$ cat src/rtl/pwm_pkg.sv
package pwm_pkg;

  localparam int PS_W   = 6;
  localparam int SD_BIT = 6;

  localparam logic [1:0] ADDR_CTRL   = 2'd0;
  localparam logic [1:0] ADDR_DUTY   = 2'd1;
  localparam logic [1:0] ADDR_PERIOD = 2'd2;

  typedef enum logic [1:0] {
    ST_IDLE  = 2'd0,
    ST_RUN   = 2'd1,
    ST_DRAIN = 2'd2
  } pwm_state_e;

endpackage

$ cat src/rtl/pwm_regs.sv
module pwm_regs
  import pwm_pkg::*;
#(
  parameter int CNT_W = 10,
  parameter int DW    = 32
) (
  input  logic             clk,
  input  logic             rst_n,
  input  logic             wr_en,
  input  logic [1:0]       wr_addr,
  input  logic [DW-1:0]    wr_data,
  input  logic [1:0]       rd_addr,
  output logic [DW-1:0]    rd_data,
  output logic [PS_W-1:0]  prescale,
  output logic             abrupt,
  output logic [CNT_W-1:0] duty,
  output logic             full,
  output logic [CNT_W-1:0] period
);

  logic [PS_W-1:0]  ps_q,   ps_d;
  logic             sd_q,   sd_d;
  logic [CNT_W-1:0] duty_q, duty_d;
  logic             full_q, full_d;
  logic [CNT_W-1:0] per_q,  per_d;
  logic             ctrl_we, duty_we, per_we;

  assign ctrl_we = wr_en && (wr_addr == ADDR_CTRL);
  assign duty_we = wr_en && (wr_addr == ADDR_DUTY);
  assign per_we  = wr_en && (wr_addr == ADDR_PERIOD);

  always_comb begin
    ps_d   = ps_q;
    sd_d   = sd_q;
    duty_d = duty_q;
    full_d = full_q;
    per_d  = per_q;
    if (ctrl_we) begin
      ps_d = wr_data[PS_W-1:0];
      sd_d = wr_data[SD_BIT];
    end
    if (duty_we) begin
      duty_d = wr_data[CNT_W-1:0];
      full_d = wr_data[CNT_W];
    end
    if (per_we) begin
      per_d = wr_data[CNT_W-1:0];
    end
  end

  always_ff @(posedge clk or negedge rst_n) begin
    if (!rst_n) begin
      ps_q   <= '0;
      sd_q   <= 1'b0;
      duty_q <= '0;
      full_q <= 1'b0;
      per_q  <= '0;
    end else begin
      ps_q   <= ps_d;
      sd_q   <= sd_d;
      duty_q <= duty_d;
      full_q <= full_d;
      per_q  <= per_d;
    end
  end

  always_comb begin
    rd_data = '0;
    case (rd_addr)
      ADDR_CTRL: begin
        rd_data[PS_W-1:0] = ps_q;
        rd_data[SD_BIT]   = sd_q;
      end
      ADDR_DUTY: begin
        rd_data[CNT_W-1:0] = duty_q;
        rd_data[CNT_W]     = full_q;
      end
      ADDR_PERIOD: rd_data[CNT_W-1:0] = per_q;
      default:     rd_data = '0;
    endcase
  end

  assign prescale = ps_q;
  assign abrupt   = sd_q;
  assign duty     = duty_q;
  assign full     = full_q;
  assign period   = per_q;

  // a control write lands the mode bit from data bit 6
  p_ctrl_mode_r5: assert property (@(posedge clk) disable iff (!rst_n)
    ctrl_we |=> (abrupt == $past(wr_data[SD_BIT])));

endmodule

$ cat src/rtl/pwm_prescaler.sv
module pwm_prescaler
  import pwm_pkg::*;
(
  input  logic            clk,
  input  logic            rst_n,
  input  logic            run_q,
  input  logic            run_nxt,
  input  logic [PS_W-1:0] prescale,
  output logic            tick
);

  logic [PS_W-1:0] cnt_q, cnt_d;
  logic            reload;

  assign tick   = run_q && (cnt_q == '0);
  assign reload = !run_q || !run_nxt || tick;

  always_comb begin
    if (reload) cnt_d = prescale;
    else        cnt_d = cnt_q - 1'b1;
  end

  always_ff @(posedge clk or negedge rst_n) begin
    if (!rst_n) cnt_q <= '0;
    else        cnt_q <= cnt_d;
  end

  // with a non-zero divisor setting, ticks are never back to back
  p_tick_gap_r2: assert property (@(posedge clk) disable iff (!rst_n)
    (tick && prescale != '0) |=> !tick);

endmodule

$ cat src/rtl/pwm_counter.sv
module pwm_counter #(
  parameter int CNT_W = 10
) (
  input  logic             clk,
  input  logic             rst_n,
  input  logic             run_q,
  input  logic             run_nxt,
  input  logic             tick,
  input  logic [CNT_W-1:0] duty,
  input  logic             full,
  input  logic [CNT_W-1:0] period,
  output logic             period_end,
  output logic             pwm_out
);

  logic [CNT_W-1:0] cnt_q,  cnt_d;
  logic [CNT_W-1:0] dact_q, dact_d;
  logic [CNT_W-1:0] pact_q, pact_d;
  logic             fact_q, fact_d;
  logic             load;

  assign period_end = tick && (cnt_q == pact_q);
  assign load       = run_nxt && (!run_q || period_end);

  always_comb begin
    cnt_d  = cnt_q;
    dact_d = dact_q;
    pact_d = pact_q;
    fact_d = fact_q;
    if (!run_nxt) begin
      cnt_d = '0;
    end else if (load) begin
      cnt_d  = '0;
      dact_d = duty;
      pact_d = period;
      fact_d = full;
    end else if (tick) begin
      cnt_d = cnt_q + 1'b1;
    end
  end

  always_ff @(posedge clk or negedge rst_n) begin
    if (!rst_n) begin
      cnt_q  <= '0;
      dact_q <= '0;
      pact_q <= '0;
      fact_q <= 1'b0;
    end else begin
      cnt_q  <= cnt_d;
      dact_q <= dact_d;
      pact_q <= pact_d;
      fact_q <= fact_d;
    end
  end

  assign pwm_out = run_q && (fact_q || (cnt_q < dact_q));

  // the counter never passes the active period value
  p_cnt_bound_r3: assert property (@(posedge clk) disable iff (!rst_n)
    cnt_q <= pact_q);

  // active duty and period hold between boundaries
  p_hold_r6: assert property (@(posedge clk) disable iff (!rst_n)
    (run_q && run_nxt && !period_end) |=> ($stable(dact_q) && $stable(pact_q) && $stable(fact_q)));

endmodule

$ cat src/rtl/pwm_ctrl.sv
module pwm_ctrl
  import pwm_pkg::*;
(
  input  logic clk,
  input  logic rst_n,
  input  logic chan_en,
  input  logic abrupt,
  input  logic period_end,
  output logic run_q,
  output logic run_nxt
);

  pwm_state_e state_q, state_d;

  always_comb begin
    state_d = state_q;
    case (state_q)
      ST_IDLE: begin
        if (chan_en) state_d = ST_RUN;
      end
      ST_RUN: begin
        if (!chan_en) state_d = abrupt ? ST_IDLE : ST_DRAIN;
      end
      ST_DRAIN: begin
        if (chan_en)         state_d = ST_RUN;
        else if (period_end) state_d = ST_IDLE;
      end
      default: state_d = ST_IDLE;
    endcase
  end

  always_ff @(posedge clk or negedge rst_n) begin
    if (!rst_n) state_q <= ST_IDLE;
    else        state_q <= state_d;
  end

  assign run_q   = (state_q != ST_IDLE);
  assign run_nxt = (state_d != ST_IDLE);

  // an abrupt stop leaves no running cycle behind
  p_abrupt_stop_r8: assert property (@(posedge clk) disable iff (!rst_n)
    (state_q == ST_RUN && !chan_en && abrupt) |=> (state_q == ST_IDLE));

  // a graceful wind-down keeps running until the period ends
  p_drain_hold_r7: assert property (@(posedge clk) disable iff (!rst_n)
    (state_q == ST_DRAIN && !chan_en && !period_end) |=> (state_q == ST_DRAIN));

endmodule

$ cat src/rtl/pwm_chan.sv
module pwm_chan
  import pwm_pkg::*;
#(
  parameter int CNT_W = 10,
  parameter int DW    = 32
) (
  input  logic          clk,
  input  logic          rst_n,
  input  logic          chan_en,
  input  logic          wr_en,
  input  logic [1:0]    wr_addr,
  input  logic [DW-1:0] wr_data,
  input  logic [1:0]    rd_addr,
  output logic [DW-1:0] rd_data,
  output logic          pwm_out
);

  logic             sync1_q, sync2_q;
  logic             rst_i_n;
  logic [PS_W-1:0]  prescale;
  logic             abrupt;
  logic [CNT_W-1:0] duty;
  logic             full;
  logic [CNT_W-1:0] period;
  logic             run_q, run_nxt, tick, period_end;

  always_ff @(posedge clk or negedge rst_n) begin
    if (!rst_n) begin
      sync1_q <= 1'b0;
      sync2_q <= 1'b0;
    end else begin
      sync1_q <= 1'b1;
      sync2_q <= sync1_q;
    end
  end
  assign rst_i_n = sync2_q;

  pwm_regs #(.CNT_W(CNT_W), .DW(DW)) regs_i (
    .clk(clk), .rst_n(rst_i_n), .wr_en(wr_en), .wr_addr(wr_addr),
    .wr_data(wr_data), .rd_addr(rd_addr), .rd_data(rd_data),
    .prescale(prescale), .abrupt(abrupt), .duty(duty), .full(full),
    .period(period)
  );

  pwm_ctrl ctrl_i (
    .clk(clk), .rst_n(rst_i_n), .chan_en(chan_en), .abrupt(abrupt),
    .period_end(period_end), .run_q(run_q), .run_nxt(run_nxt)
  );

  pwm_prescaler pre_i (
    .clk(clk), .rst_n(rst_i_n), .run_q(run_q), .run_nxt(run_nxt),
    .prescale(prescale), .tick(tick)
  );

  pwm_counter #(.CNT_W(CNT_W)) cnt_i (
    .clk(clk), .rst_n(rst_i_n), .run_q(run_q), .run_nxt(run_nxt),
    .tick(tick), .duty(duty), .full(full), .period(period),
    .period_end(period_end), .pwm_out(pwm_out)
  );

  // a stopped channel drives its output low
  p_idle_low_r9: assert property (@(posedge clk) disable iff (!rst_i_n)
    !run_q |-> !pwm_out);

endmodule

$ cat config.mk
export PLATFORM = sky130hd
export DESIGN_NAME = pwm_chan
export DESIGN_NICKNAME = d
export VERILOG_FILES = /design/src/rtl/pwm_pkg.sv /design/src/rtl/pwm_regs.sv /design/src/rtl/pwm_prescaler.sv /design/src/rtl/pwm_counter.sv /design/src/rtl/pwm_ctrl.sv /design/src/rtl/pwm_chan.sv
export SDC_FILE = /design/constraint.sdc
export NUM_CORES = 1
export LEC_CHECK = 0
export CELL_PAD_IN_SITES_DETAIL_PLACEMENT = 1
export CELL_PAD_IN_SITES_GLOBAL_PLACEMENT = 1
export CORE_UTILIZATION = 40
export DETAILED_ROUTE_END_ITERATION = 10
export PLACE_DENSITY_LB_ADDON = 0.1
export SYNTH_ARGS = -nofsm -noshare
export SYNTH_HDL_FRONTEND = slang
export SYNTH_SLANG_ARGS = --single-unit
$ cat constraint.sdc
create_clock -name clk -period 3 [get_ports clk]
set_input_delay 0.75 -clock clk [delete_from_list [all_inputs] [get_ports clk]]
set_output_delay 0.75 -clock clk [all_outputs]
set_load 0.01 [all_outputs]
# After elaboration in Yosys (flattened, before gate mapping)
# Index checks and enable logic that the tools add are counted.
[totals]
output_inout_bits = 33
reg_bits = 69
in_bits = 40
wordCells = 57
[op_classes]
eq_ne = 8
n_lt_le_gt_ge = 1
addsub = 2
reduce_logical = 20
muxes = 13
[op_table]
columns = ["cell", "n"]
rows = [
  ["$mux 10", 3],
  ["$pmux 7 s3", 1],
  ["$add 10x1->10 const B", 1],
  ["$eq 10x10->1", 1],
  ["$lt 10x10->1", 1],
  ["$mux 2", 5],
  ["$logic_and 1x1->1", 7],
  ["$eq 2x1->1 const B", 3],
  ["$eq 2x2->1 const B", 3],
  ["$logic_not 2->1", 3],
  ["$logic_not 6->1", 1],
  ["$mux 6", 1],
  ["$pmux 2 s3", 1],
  ["$pmux 3 s2", 1],
  ["$sub 6x1->6 const B", 1],
  ["$logic_or 1x1->1", 4],
  ["$reduce_bool 2->1", 2],
  ["$ne 3x3->1 const B", 1],
  ["$logic_not 1->1", 2],
  ["$reduce_and 2->1", 1],
  ["$mux 1", 1],
]

# Depth between registers and ports, before layout
[depth]
depth_word = 11
depth_mapped = 8
ltp_nobuf = 7

# Hierarchy
# From an unflattened synthesis, not the netlist that was laid out.
[unflattened]
hier_cells = 425
hier_area_um2 = 4300.4
[modules_own_cells]
columns = ["mod", "instances", "area_each_um2", "seq_area_each_um2", "cells_per_inst"]
rows = [
  ["pwm_counter", 1, 2302.2, 775.7, 270],
  ["pwm_regs", 1, 1476.4, 700.7, 112],
  ["pwm_prescaler", 1, 366.6, 150.1, 31],
  ["pwm_ctrl", 1, 101.3, 50.0, 9],
  ["pwm_chan", 1, 53.8, 50.0, 3],
]

# Least setup slack after synthesis
# Ideal clock, no wire load.
[synth_path]
path_type = "input port to output port"
from = "input port rd_addr[0]"
to = "output port rd_data[0]"
path_buffers = 1
arrival_ns = 1.563
required_time_ns = 2.250
setup_slack_ns = 0.687
cell_stages = 5
path_cell_list = "inv_1 -> ha_1 -> clkbuf_1 -> a222oi_1 -> nor2_1"
[synth_between]
elab_chain_len = 2
elab_cells_between_ends = 4
classes_between = "2 x eq/ne; 1 x mux; 1 x reduce/logical"
[synth_lines]
columns = ["item", "line", "source"]
rows = [
  ["from (decl)", "pwm_chan.sv:13", "input logic [1:0] rd_addr,"],
  ["$eq 2x2->1, or another cell as far along", "pwm_regs.sv:69", "case (rd_addr)"],
  ["$pmux 7 s3 *", "pwm_regs.sv:69", ""],
  ["to (decl)", "pwm_chan.sv:14", "output logic [DW-1:0] rd_data,"],
]
# Every way passes the cells marked *; elsewhere a longest branch is shown, timed or not.

# Worst setup path in the final report
[layout_path]
from = "register cnt_i.dact_q[7]"
to = "output port pwm_out"
[layout_between]
elab_chain_len = 3
[layout_lines]
columns = ["item", "line", "source"]
rows = [
  ["from (decl)", "pwm_counter.sv:17", "logic [CNT_W-1:0] dact_q, dact_d;"],
  ["from (signal assigned)", "pwm_counter.sv:50", "dact_q <= dact_d;"],
  ["$lt 10x10->1", "pwm_counter.sv:56", "assign pwm_out = run_q && (fact_q || (cnt_q < dact_q));"],
  ["$logic_or 1x1->1", "pwm_counter.sv:56", ""],
  ["$logic_and 1x1->1", "pwm_counter.sv:56", ""],
  ["to (decl)", "pwm_chan.sv:15", "output logic pwm_out"],
]
# No other way between the ends.

==> metrics.csv <==
metric,value,unit
io_buffers,30,
comb_power_share,23.4,%
synthAdderAreaFrac,5.42,%
synthTopCellsByArea,"dfrtp_1 (47%), mux2_2 (8.2%), mux2_4 (8.1%)",
pwr-share-seq,44.8,%
synth_top_area_share,46.7,%
htreeDepth,3,
netlist_area,0.00370,mm^2
cp.required,2250,ps
peakVddDrop,0.000299,V
worst_pin_slew,987,ps
die_y,98.1,um
synth_compound_area_share,8.29,%
avgRoutedWirePerCell,17.1,um
setup_tns,0,ps
cts_tree,done,
synth-main-ff-cell,dfrtp_1,
yosys-top-cells-count,"dfrtp_1 (69), mux2_2 (27), nor2_1 (26)",
drcViolationCount,0,
fill_cells,959,
finalSetupViolations,0,
avgSynthCellArea,11.9,um^2
maxCapViolCount,0,
worst_ep_arrival_time,2110,ps
end_kind,primary output,
drive_gt1_share,27.1,%
p_switching,868,uW
drt-initial-drc-count,78,
ys_warn_count,0,
fin_skew,9.21,ps
cts_sinks,69,
num_vias,2377,
fp.dieW,98.1,um
p_leak,0.00205,uW
switching_share,29.2,%
grt_pass1_wl,13900,um
clock_path_buffers,2,
async_reset_ff_share,100,%
hold-worst-slack,365,ps
grtUsageTotal,19.0,%
final_util,49.5,%
synth_top_area_cell,dfrtp_1,
setup_ws,145,ps
p_per_area,679,mW/mm^2
min_from,sync1_q,
finalNetCount,416,
crit_path_start_kind,register,
synth_xor_area_share,5.21,%
internal_power,2100,uW
synth-simple-area-share,9.99,%
ioPinCount,73,
initial_utilization,41.8,%
ys_types,41,
antenna_found_initial,0,
ant_nets,0,
ys_seq_elements,69,
core-area,0.00885,mm^2
cts_hold_buf,0,
place_ws,-386,ps
gr-total-overflow,0,
outcome,"finished, final reports clean",
viasPerCell,5.03,
hpwl,6050,um
diodes,0,
hp-class,reg -> reg,
path_max_fanout,2,
grt_max_degree,46,
syn2layout_area_growth,18.4,%
synth-seq-area-share,46.7,%
drt_wl_total,8090,um
slew_viol_final,0,
total_power,2970,uW
synth.area.mux_share,16.7,%
cts_buffers,9,
place_congestion,0.739,
fmax,350,MHz
hold_viol,0,
clock_latency,350,ps
synth_top_family_by_area,multiplexers,
fin_crit_sh,95.2,%
clk_pin_slew,80,ps
path_class,reg -> out,
layout_min_cycle_time,2860,ps
die_area,0.00963,mm^2
rows,34,
synth_most_common_cell,dfrtp_1,
drt_first_pass_iters,7,
synth-edff-count,0,
synth_cells,310,
grt_pass1_vias,2596,
clockPowerShare,31.8,%
root_buffer,clkbuf_8,
reg2reg_from,cnt_i.cnt_q[1],
startpoint,cnt_i.dact_q[7],
relSlewSlack,34.2,%
rsz0062_at_grt,no,
==> critical path, stage by stage, from the launching register on <==
cell and delay, ps:
dfrtp_1 370, inv_1 50, ha_1 310, a211oi_2 200, nand2_1 100, a31oi_1 190
o21ai_1 120, a21oi_1 170, clkdlybuf4s15_1 260
==> per-layer routing <==
layer,track usage (%),wire [um]
met1,26.0,3930
met2,30.0,3840
met3,3.94,195
met4,6.41,123
met5,0,0
==> final timing paths <==
| check | endpoint | slack [ps] | depth (start not counted) |
|---|---|---|---|
| min | rst_i_n | 360 | 0 |
| max reg2reg | cnt_i.pact_q[5] | 880 | 7 |
| max in group asynchronous | regs_i.prescale[5] | 1800 | 1 |
| max | pwm_out | 140 | 8 |
| min in group asynchronous | regs_i.prescale[2] | 440 | 0 |
| min reg2reg | rst_i_n | 360 | 0 |
==> power groups by stage <==
| stage | Clock [uW] | Sequential, uW | Combinational (uW) |
|---|---|---|---|
| 4_1_cts | 969 | 1340 | 704 |
| 5_1_grt | 1010 | 1370 | 772 |
| 3_3_place_gp | 0 | 1350 | 689 |
| 3_5_place_dp | 0 | 1350 | 710 |
| 2_1_floorplan | 0 | 1280 | 563 |
| 6_report | 946 | 1330 | 694 |
==> sequential cells by signal, indices dropped and copies added (netlist names) <==
signal and cells:
regs_i.duty 10, regs_i.full 1, cnt_i.fact_q 1, cnt_i.pact_q 10, rst_i_n 1, regs_i.prescale 6, regs_i.period 10, regs_i.abrupt 1
pre_i.cnt_q 6, sync1_q 1, ctrl_i.state_q 2, cnt_i.dact_q 10, cnt_i.cnt_q 10
==> stage by stage <==
stage,instance area [um^2],instances
3_3_place_gp,4130,457
3_5_place_dp,4130,457
4_1_cts,4370,473
5_1_grt,4380,473
2_1_floorplan,3770,330
6_report,4380,473
==> area by class of cell <==
class | instances | area [um^2] | share of cell area (%)
clock buffer | 11 | 141 | 3.23
inverter | 15 | 56.3 | 1.29
timing repair buffer | 48 | 409 | 9.35
clock inverter | 5 | 106 | 2.43
sequential | 69 | 1730 | 39.5
multi-input combinational | 217 | 1800 | 41.2
tap | 108 | 135 | 3.09
==> placed cells by master, fill, tap and decap left out, types with 2 or more instances in the layout <==
cell type | netlist | final
dfrtp_1 | 69 | 68
mux2_2 | 27 | 27
nor2_1 | 26 | 26
conb_1 | 2 | 22
mux2_4 | 20 | 20
xor2_1 | 17 | 17
buf_4 | 21 | 17
clkdlybuf4s50_1 | 0 | 16
inv_1 | 15 | 15
ha_1 | 16 | 14
nand2_1 | 13 | 13
clkbuf_8 | 0 | 10
a21oi_1 | 9 | 9
a222oi_1 | 7 | 7
buf_2 | 1 | 7
nor2b_1 | 6 | 6
o21ai_0 | 7 | 6
xnor2_1 | 5 | 5
nand3_1 | 5 | 5
dlygate4sd2_1 | 0 | 5
a211oi_1 | 5 | 4
a22oi_1 | 4 | 3
bufinv_16 | 0 | 3
and2_1 | 2 | 2
nor4_4 | 2 | 2
and3_1 | 2 | 2
nand2b_1 | 2 | 2
a21o_1 | 2 | 2
o21ai_1 | 1 | 2
o211ai_1 | 2 | 2
nand3b_1 | 2 | 2
o2111ai_1 | 2 | 2
ha_4 | 0 | 2
==> cell families (layout without fill, tap and decap cells) <==
group,after synthesis,after routing
DFF,69,69
and+or+nand+nor,66,66
muxes,48,48
buffers and inverters,44,79
AOI/OAI and AO/OA,43,43
xor gates and xnor gates,22,22
adders and majority gates,16,16
other,2,22
==> what timing repair did <==
item	CTS	global route
setup buffers	0	0
setup endpoints to repair	12	10
resized for setup	39	4
pin swaps	5	1
Note: power is estimated with default switching activity, not from simulation.
